[src/rtl/lcs_pkg.sv]
package lcs_pkg;
  localparam int unsigned ST_W = 5;
  typedef logic [ST_W-1:0] lc_state_t;

  // ordered codes; legality relies on numeric order
  localparam lc_state_t ST_LOCK_LO  = 5'd2;
  localparam lc_state_t ST_LOCK_HI  = 5'd14;
  localparam lc_state_t ST_PROD_END = 5'd18;
  localparam lc_state_t ST_RMA      = 5'd19;
  localparam lc_state_t ST_SCRAP    = 5'd20;
  localparam lc_state_t ST_POST     = 5'd21;
  localparam lc_state_t ST_ESC      = 5'd22;
  localparam lc_state_t ST_BAD      = 5'd23;

  // locked test states are the even codes 2..14
  function automatic logic is_locked(lc_state_t s);
    return (s >= ST_LOCK_LO) && (s <= ST_LOCK_HI) && !s[0];
  endfunction
endpackage

[src/rtl/lcs_init_check.sv]
module lcs_init_check import lcs_pkg::*; #(
  parameter int unsigned CNT_W   = 5,
  parameter int unsigned MAX_ATT = 16
) (
  input  lc_state_t        raw_state_i,
  input  logic [CNT_W-1:0] raw_cnt_i,
  output logic             state_ok_o,
  output logic             cnt_ok_o,
  output logic             cnt_full_o
);
  localparam logic [CNT_W-1:0] CntLimit = CNT_W'(MAX_ATT);

  assign state_ok_o = (raw_state_i <= ST_SCRAP);
  assign cnt_ok_o   = (raw_cnt_i <= CntLimit);
  assign cnt_full_o = (raw_cnt_i == CntLimit);
endmodule

[src/rtl/lcs_rule_check.sv]
module lcs_rule_check import lcs_pkg::*; #(
  parameter int unsigned       TOKEN_W      = 128,
  parameter logic [TOKEN_W-1:0] UNLOCK_TOKEN = '0,
  parameter logic [TOKEN_W-1:0] RMA_TOKEN    = '0
) (
  input  lc_state_t          cur_i,
  input  lc_state_t          tgt_i,
  input  logic [TOKEN_W-1:0] token_i,
  output logic               legal_o,
  output logic               tok_ok_o
);
  logic [TOKEN_W-1:0] need;

  always_comb begin
    need = '0;
    if (tgt_i == ST_RMA) begin
      need = RMA_TOKEN;
    end else if (is_locked(cur_i)) begin
      need = UNLOCK_TOKEN;
    end
    tok_ok_o = (token_i == need);
    legal_o  = (tgt_i > cur_i) && (tgt_i <= ST_SCRAP) &&
               !((cur_i == ST_PROD_END) && (tgt_i == ST_RMA));
  end
endmodule

[src/rtl/lcs_prog_if.sv]
module lcs_prog_if import lcs_pkg::*; #(
  parameter int unsigned CNT_W = 5
) (
  input  logic             clk_i,
  input  logic             rst_i,
  input  logic             launch_i,
  input  logic             legal_i,
  input  logic             tok_ok_i,
  input  lc_state_t        tgt_i,
  input  lc_state_t        cur_i,
  input  logic [CNT_W-1:0] cnt_next_i,
  input  logic             ack_i,
  input  logic             err_i,
  input  logic             abort_i,
  output logic             req_o,
  output lc_state_t        pstate_o,
  output logic [CNT_W-1:0] pcount_o,
  output logic             v_legal_o,
  output logic             v_tok_o,
  output logic             fin_o,
  output logic             fin_err_o
);
  always_ff @(posedge clk_i) begin
    if (rst_i) begin
      req_o     <= 1'b0;
      pstate_o  <= ST_BAD;
      pcount_o  <= '0;
      v_legal_o <= 1'b0;
      v_tok_o   <= 1'b0;
    end else if (launch_i) begin
      req_o     <= 1'b1;
      pstate_o  <= (legal_i && tok_ok_i) ? tgt_i : cur_i;
      pcount_o  <= cnt_next_i;
      v_legal_o <= legal_i;
      v_tok_o   <= tok_ok_i;
    end else if (req_o && (ack_i || abort_i)) begin
      req_o <= 1'b0;
    end
  end

  assign fin_o     = req_o & ack_i;
  assign fin_err_o = req_o & ack_i & err_i;
endmodule

[src/rtl/lifecycle_seq.sv]
module lifecycle_seq import lcs_pkg::*; #(
  parameter int unsigned        CNT_W        = 5,
  parameter int unsigned        MAX_ATT      = 16,
  parameter int unsigned        TOKEN_W      = 128,
  parameter logic [TOKEN_W-1:0] UNLOCK_TOKEN = 128'h3c5a_9e01_77d2_40bb_c418_6f2e_915d_a06c,
  parameter logic [TOKEN_W-1:0] RMA_TOKEN    = 128'h82f1_0b6d_e93a_5c47_1d08_b2ce_6a95_f314
) (
  input  logic               clk_i,
  input  logic               rst_i,
  input  logic               init_valid_i,
  input  logic [ST_W-1:0]    init_state_i,
  input  logic [CNT_W-1:0]   init_count_i,
  input  logic               start_i,
  input  logic [ST_W-1:0]    target_i,
  input  logic [TOKEN_W-1:0] token_i,
  input  logic               prog_ack_i,
  input  logic               prog_err_i,
  input  logic               esc_i,
  output logic [ST_W-1:0]    state_o,
  output logic [CNT_W-1:0]   count_o,
  output logic               ready_o,
  output logic               success_o,
  output logic               cnt_err_o,
  output logic               trans_err_o,
  output logic               token_err_o,
  output logic               otp_err_o,
  output logic               state_err_o,
  output logic               alert_o,
  output logic               prog_req_o,
  output logic [ST_W-1:0]    prog_state_o,
  output logic [CNT_W-1:0]   prog_count_o
);
  localparam logic [CNT_W-1:0] CntLimit = CNT_W'(MAX_ATT);
  localparam logic [CNT_W-1:0] CntBad   = '1;

  lc_state_t        st_q;
  logic [CNT_W-1:0] cnt_q;
  logic ready_q, esc_q, succ_q, cfull_q, terr_q, tkerr_q, oerr_q, serr_q, alert_q;

  logic st_ok, cnt_ok, cnt_full;
  logic legal, tok_ok, launch;
  logic req, v_legal, v_tok, fin, fin_err;
  lc_state_t        pstate;
  logic [CNT_W-1:0] pcount;

  lcs_init_check #(.CNT_W(CNT_W), .MAX_ATT(MAX_ATT)) u_init (
    .raw_state_i (init_state_i),
    .raw_cnt_i   (init_count_i),
    .state_ok_o  (st_ok),
    .cnt_ok_o    (cnt_ok),
    .cnt_full_o  (cnt_full)
  );

  lcs_rule_check #(.TOKEN_W(TOKEN_W), .UNLOCK_TOKEN(UNLOCK_TOKEN), .RMA_TOKEN(RMA_TOKEN)) u_rule (
    .cur_i    (st_q),
    .tgt_i    (target_i),
    .token_i  (token_i),
    .legal_o  (legal),
    .tok_ok_o (tok_ok)
  );

  assign launch = start_i & ready_q & ~req & ~esc_q & ~esc_i & (st_q < ST_SCRAP);

  lcs_prog_if #(.CNT_W(CNT_W)) u_prog (
    .clk_i      (clk_i),
    .rst_i      (rst_i),
    .launch_i   (launch),
    .legal_i    (legal),
    .tok_ok_i   (tok_ok),
    .tgt_i      (target_i),
    .cur_i      (st_q),
    .cnt_next_i (cnt_q + CNT_W'(1)),
    .ack_i      (prog_ack_i),
    .err_i      (prog_err_i),
    .abort_i    (esc_i),
    .req_o      (req),
    .pstate_o   (pstate),
    .pcount_o   (pcount),
    .v_legal_o  (v_legal),
    .v_tok_o    (v_tok),
    .fin_o      (fin),
    .fin_err_o  (fin_err)
  );

  always_ff @(posedge clk_i) begin
    if (rst_i) begin
      st_q    <= ST_BAD;
      cnt_q   <= '0;
      ready_q <= 1'b0;
      esc_q   <= 1'b0;
      succ_q  <= 1'b0;
      cfull_q <= 1'b0;
      terr_q  <= 1'b0;
      tkerr_q <= 1'b0;
      oerr_q  <= 1'b0;
      serr_q  <= 1'b0;
      alert_q <= 1'b0;
    end else begin
      if (!ready_q && init_valid_i) begin
        ready_q <= 1'b1;
        cnt_q   <= cnt_ok ? init_count_i : CntBad;
        cfull_q <= cnt_ok & cnt_full;
        if (!cnt_ok || !st_ok) begin
          serr_q  <= 1'b1;
          alert_q <= 1'b1;
          st_q    <= ST_ESC;
        end else begin
          st_q <= cnt_full ? ST_SCRAP : init_state_i;
        end
      end
      if (fin) begin
        cnt_q <= pcount;
        if (pcount == CntLimit) cfull_q <= 1'b1;
        if (fin_err) begin
          oerr_q  <= 1'b1;
          alert_q <= 1'b1;
          st_q    <= ST_ESC;
        end else begin
          succ_q  <= v_legal & v_tok;
          terr_q  <= ~v_legal;
          tkerr_q <= v_legal & ~v_tok;
          st_q    <= (pcount == CntLimit) ? ST_SCRAP : ST_POST;
        end
      end
      if (esc_i) esc_q <= 1'b1;
      if (esc_i || esc_q) st_q <= ST_ESC;
    end
  end

  assign state_o      = st_q;
  assign count_o      = cnt_q;
  assign ready_o      = ready_q;
  assign success_o    = succ_q;
  assign cnt_err_o    = cfull_q;
  assign trans_err_o  = terr_q;
  assign token_err_o  = tkerr_q;
  assign otp_err_o    = oerr_q;
  assign state_err_o  = serr_q;
  assign alert_o      = alert_q;
  assign prog_req_o   = req;
  assign prog_state_o = pstate;
  assign prog_count_o = pcount;
endmodule

[config.mk]
export PLATFORM = sky130hd
export DESIGN_NAME = lifecycle_seq
export DESIGN_NICKNAME = d
export VERILOG_FILES = /design/src/rtl/lcs_pkg.sv /design/src/rtl/lcs_init_check.sv /design/src/rtl/lcs_rule_check.sv /design/src/rtl/lcs_prog_if.sv /design/src/rtl/lifecycle_seq.sv
export SDC_FILE = /design/constraint.sdc
export NUM_CORES = 1
export LEC_CHECK = 0
export ABC_AREA = 1
export BUFFER_PORTS_ARGS = -buffer_cell sky130_fd_sc_hd__buf_2
export CAP_MARGIN = 20
export CELL_PAD_IN_SITES_DETAIL_PLACEMENT = 0
export CELL_PAD_IN_SITES_GLOBAL_PLACEMENT = 2
export CORE_AREA = 2 2 123 125
export CTS_CLUSTER_DIAMETER = 40
export DETAILED_ROUTE_END_ITERATION = 12
export DIE_AREA = 0 0 125 127
export GPL_TIMING_DRIVEN = 0
export PLACE_DENSITY = 0.76
export SLEW_MARGIN = 30
export SYNTH_ARGS = -nofsm -noshare
export SYNTH_HDL_FRONTEND = slang
export SYNTH_SLANG_ARGS = --single-unit
[constraint.sdc]
create_clock -name clk_i -period 2.6 [get_ports clk_i]
set_clock_uncertainty 0.1 [all_clocks]
set_input_delay 0.13 -clock clk_i [delete_from_list [all_inputs] [get_ports clk_i]]
set_output_delay 0.13 -clock clk_i [all_outputs]
set_load 0.02 [all_outputs]
==> summary by stage <==
Outcome
The flow ran to the end, and the final reports show no timing, DRC or antenna violations.

Yosys
The portion of the post-synthesis area used by sequential elements is 23.7%. The share of the synthesized area in the top cell type is 23.7%. The synthesized netlist occupies a cell area of 2700 um2.

In the synthesized netlist, the number of instances is 488. In the post-synthesis netlist, the biggest area contributors are sky130_fd_sc_hd__dfxtp_1 24%, sky130_fd_sc_hd__nand2_1 18%, sky130_fd_sc_hd__nor2_1 17%. The adder-cell area share of the yosys netlist is 2.78%. The dominant cell type by area after synthesis is sky130_fd_sc_hd__dfxtp_1. The xor/xnor cell area share of the yosys netlist is 0.974%. A synthesized cell averages 5.53 um2. Yosys instantiated no cell more often than sky130_fd_sc_hd__nand2_1. In the synthesized netlist the dominant register cell turns out to be sky130_fd_sc_hd__dfxtp_1. The commonest cells after synthesis are 129 x sky130_fd_sc_hd__nand2_1, 123 x sky130_fd_sc_hd__nor2_1, 51 x sky130_fd_sc_hd__inv_1. By area, the combinational part of the netlist is dominated by simple AND/OR/NAND/NOR gates.

Yosys mapped a number of flops with a built-in enable equal to 0. The synthesis warning total is 0. The number of nets in the synthesized netlist is 644. After synthesis, the share of flip-flops with an asynchronous set or reset is 0%.

The synthesized netlist contains 36 unique library cells. The synthesized netlist devotes 48.4% of its cell area to simple gates. The synthesis-stage register bit count is 32. The mux cell area share after synthesis is 0%. The compound-cell area share of the yosys netlist is 15.3%.

Drt
The post-detailed-route DRC marker count is 0. The first TritonRoute pass finished after 5 iterations. The mean number of vias per cell is 4.21. Across all layers, the routed design uses 3619 vias.

The count of antenna-violating nets left after detailed routing is 0. The violation count after the first detailed-route iteration is 144. The average wire per cell in the routed design is 12.2 um.

The total wirelength of the detailed-routed design is 10500 um.

STA
In the finished design, the share of the clock period the worst path needs comes to 88.1%. The number of hold violations in the final report is 0. Summed over all failing endpoints, the final setup total negative slack is 0 ns. The post-layout worst setup margin is 0.310 ns.

The actual slew at the worst max-slew pin is 0.545 ns. Setup repair after global routing left no endpoint under its margin. The remaining max-slew budget at the tightest pin is 63.7%. Setup violations remaining at the end of the flow were counted as 0. Static timing analysis puts the maximum clock frequency at 437 MHz. The routed design could run at a clock period as short as 2.29 ns.

The final count of pins violating max slew is 0.

Clock network
The number of gates resized after CTS was 0. The count of hold-fix buffers inserted at cts is 2. TritonCTS built the clock tree.

The clock latency on the worst-skew pair is 0.27 ns. The cell sitting at the root of the clock tree is a sky130_fd_sc_hd__clkbuf_16. After clock tree synthesis, the clock-pin slew on the worst setup and hold paths is 0.05 ns.

The clock passes through at most 2 buffers. The total clock buffers created by CTS is 5. The H-tree depth reported by CTS is 2.

The tree built by TritonCTS fans out to 32 sinks. Post-CTS timing repair inserted 0 buffers for setup.

Floorplanning
The floorplan step set the die height to 127 um. For this design the top-level I/O count stands at 179. The starting density of the core is 18.7%. In this run the horizontal extent of the chip is 125 um. The initialized floorplan defines 44 standard-cell rows.

The die covers 15900 um2. The area of the core region is 14400 um2.

Flow run
The number of maximum-capacitance constraint violations is 0.

Global routing
The maximum number of pins on one net before global-route repair is 11. The global-route wire length before repair is 16700 um. The number of antenna violations at the first check in global routing is 0. The total global routing track utilization is 12.7%.

The via count of the first global-routing pass is 3516. The total overflow reported by the global router is 0.

Critical path
Traced cell by cell, the critical path runs through inv_1, ha_1, and3_1, nand3b_1, a211oi_2, nand4_4, o21ai_1, nand2_1. On the worst path, the slowest cell contributes a delay of 0.42 ns. The endpoint arrival time on the critical path is 2.35 ns.

The required time at the worst-slack endpoint is 2.66 ns. STA classifies the critical path endpoint as a flop. The type of the worst setup path is flop to flop. The cell with the biggest individual delay on the critical path is sky130_fd_sc_hd__a211oi_2. The worst register-to-register path has a setup slack of 0.31 ns. In this run the worst path has a maximum fanout of 9. STA classifies the critical path startpoint as a flop.

Placed design
Routability-driven placement finished with a final weighted congestion of 0.844. The quantity of I/O buffers inserted on ports is 178. Timing analysis after detailed placement gives a worst setup slack of 0.322 ns. The total placed cells including tap cells is 850.

The HPWL after detailed placement is 9050 um.

Cells and area
The area growth from synthesis to layout is 47.2%. The post-route netlist has 30.2% of its cells at a drive strength greater than 1. The net count of the finished layout is 831. The number of antenna diodes in the final layout is 0.

Leaving out filler cells and counting taps, the final layout contains 859. Counting the fill cells in the layout gives 1674.

Power
Across the VDD grid, the largest voltage drop is 0.232 mV. Power comes to 1390 uW. The leakage dissipation is 0.00203 uW.

Dividing total power by cell area gives a power density of 349 nW/um2.

Min path
The path type of the worst min-delay path is primary input to flop.
critical path: cells and delay by family (launching register included):
family,cells,cell delay [ns]
compound gates,2,0.66
fa+ha+maj,1,0.30
buf+inv,1,0.10
flops,1,0.41
simple gates,4,0.60
cell usage in the layout, fill, tap and decap left out, types with 3 or more instances in the layout:
master	n
sky130_fd_sc_hd__inv_1	51
sky130_fd_sc_hd__dfxtp_1	32
sky130_fd_sc_hd__clkbuf_16	5
sky130_fd_sc_hd__a21oi_1	27
sky130_fd_sc_hd__inv_2	3
sky130_fd_sc_hd__nor3_1	7
sky130_fd_sc_hd__o21ai_1	8
sky130_fd_sc_hd__nand2_1	129
sky130_fd_sc_hd__nand4_1	7
sky130_fd_sc_hd__buf_2	179
sky130_fd_sc_hd__nor2_1	123
sky130_fd_sc_hd__nor2_4	3
sky130_fd_sc_hd__a31oi_1	6
sky130_fd_sc_hd__nand2_2	4
sky130_fd_sc_hd__nand3_1	27
sky130_fd_sc_hd__clkbuf_1	3
sky130_fd_sc_hd__ha_1	6
sky130_fd_sc_hd__o211ai_1	3
sky130_fd_sc_hd__nor2_2	4
sky130_fd_sc_hd__o21ai_0	24
path summary, 6_finish.rpt:
check / cells after the start / end / startpoint
worst max register to register: 8 / u_prog.pstate_o[0] / state_o[3]
worst max-delay path: 8 / u_prog.pstate_o[0] / state_o[3]
worst min register to register: 2 / token_err_o / token_err_o
worst min-delay path: 3 / state_o[3] / init_state_i[3]
layout make-up:
type	instances	area, um2	area share (%)
multi-input combinational	395	1820	45.8
timing repair buffer	180	911	22.9
sequential	32	641	16.1
tap	184	230	5.79
inverter	56	210	5.29
clock buffer	6	129	3.24
buffer	5	27.5	0.693
clock inverter	1	5.00	0.126
report_power, final:
group / switching (uW) / leakage, uW / internal [uW]
clock network: 199 / 0.0000667 / 347
registers: 14.3 / 0.000261 / 505
logic: 175 / 0.00170 / 148
total: 388 / 0.00203 / 1000
stage by stage:
| stage | utilization [%] | cell area [um2] | hold slack (ns) |
|---|---|---|---|
| CTS | 27.6 | 3970 | 0.0341 |
| global placement | 26.5 | 3820 | 0.249 |
| floorplan | - | 2700 | 0.108 |
| finish | 27.6 | 3970 | 0.0429 |
| detailed placement | 26.5 | 3820 | 0.258 |
| global route | 27.6 | 3970 | 0.0533 |
logic make-up after synthesis:
family / count (synthesis)
xor+xnor: 3
flops: 32
compound gates: 75
fa+ha+maj: 6
simple gates: 311
buf+inv: 61
flip-flops by register name, summed over array words and instances, names as in the netlist:
register	flops
alert_o	1
cnt_err_o	1
count_o	5
esc_q	1
otp_err_o	1
ready_o	1
state_err_o	1
state_o	5
success_o	1
token_err_o	1
trans_err_o	1
u_prog.pcount_o	5
u_prog.pstate_o	5
u_prog.req_o	1
u_prog.v_legal_o	1
u_prog.v_tok_o	1
layer usage:
layer	up-vias	GRT usage (%)	share of wire, %
met1	1523	16.4	46
li1	1941	-	-
met4	0	2.29	0.76
met3	6	2.64	8.0
met5	-	0	0
met2	149	22.2	45
Power figures use the tool's default switching activity.
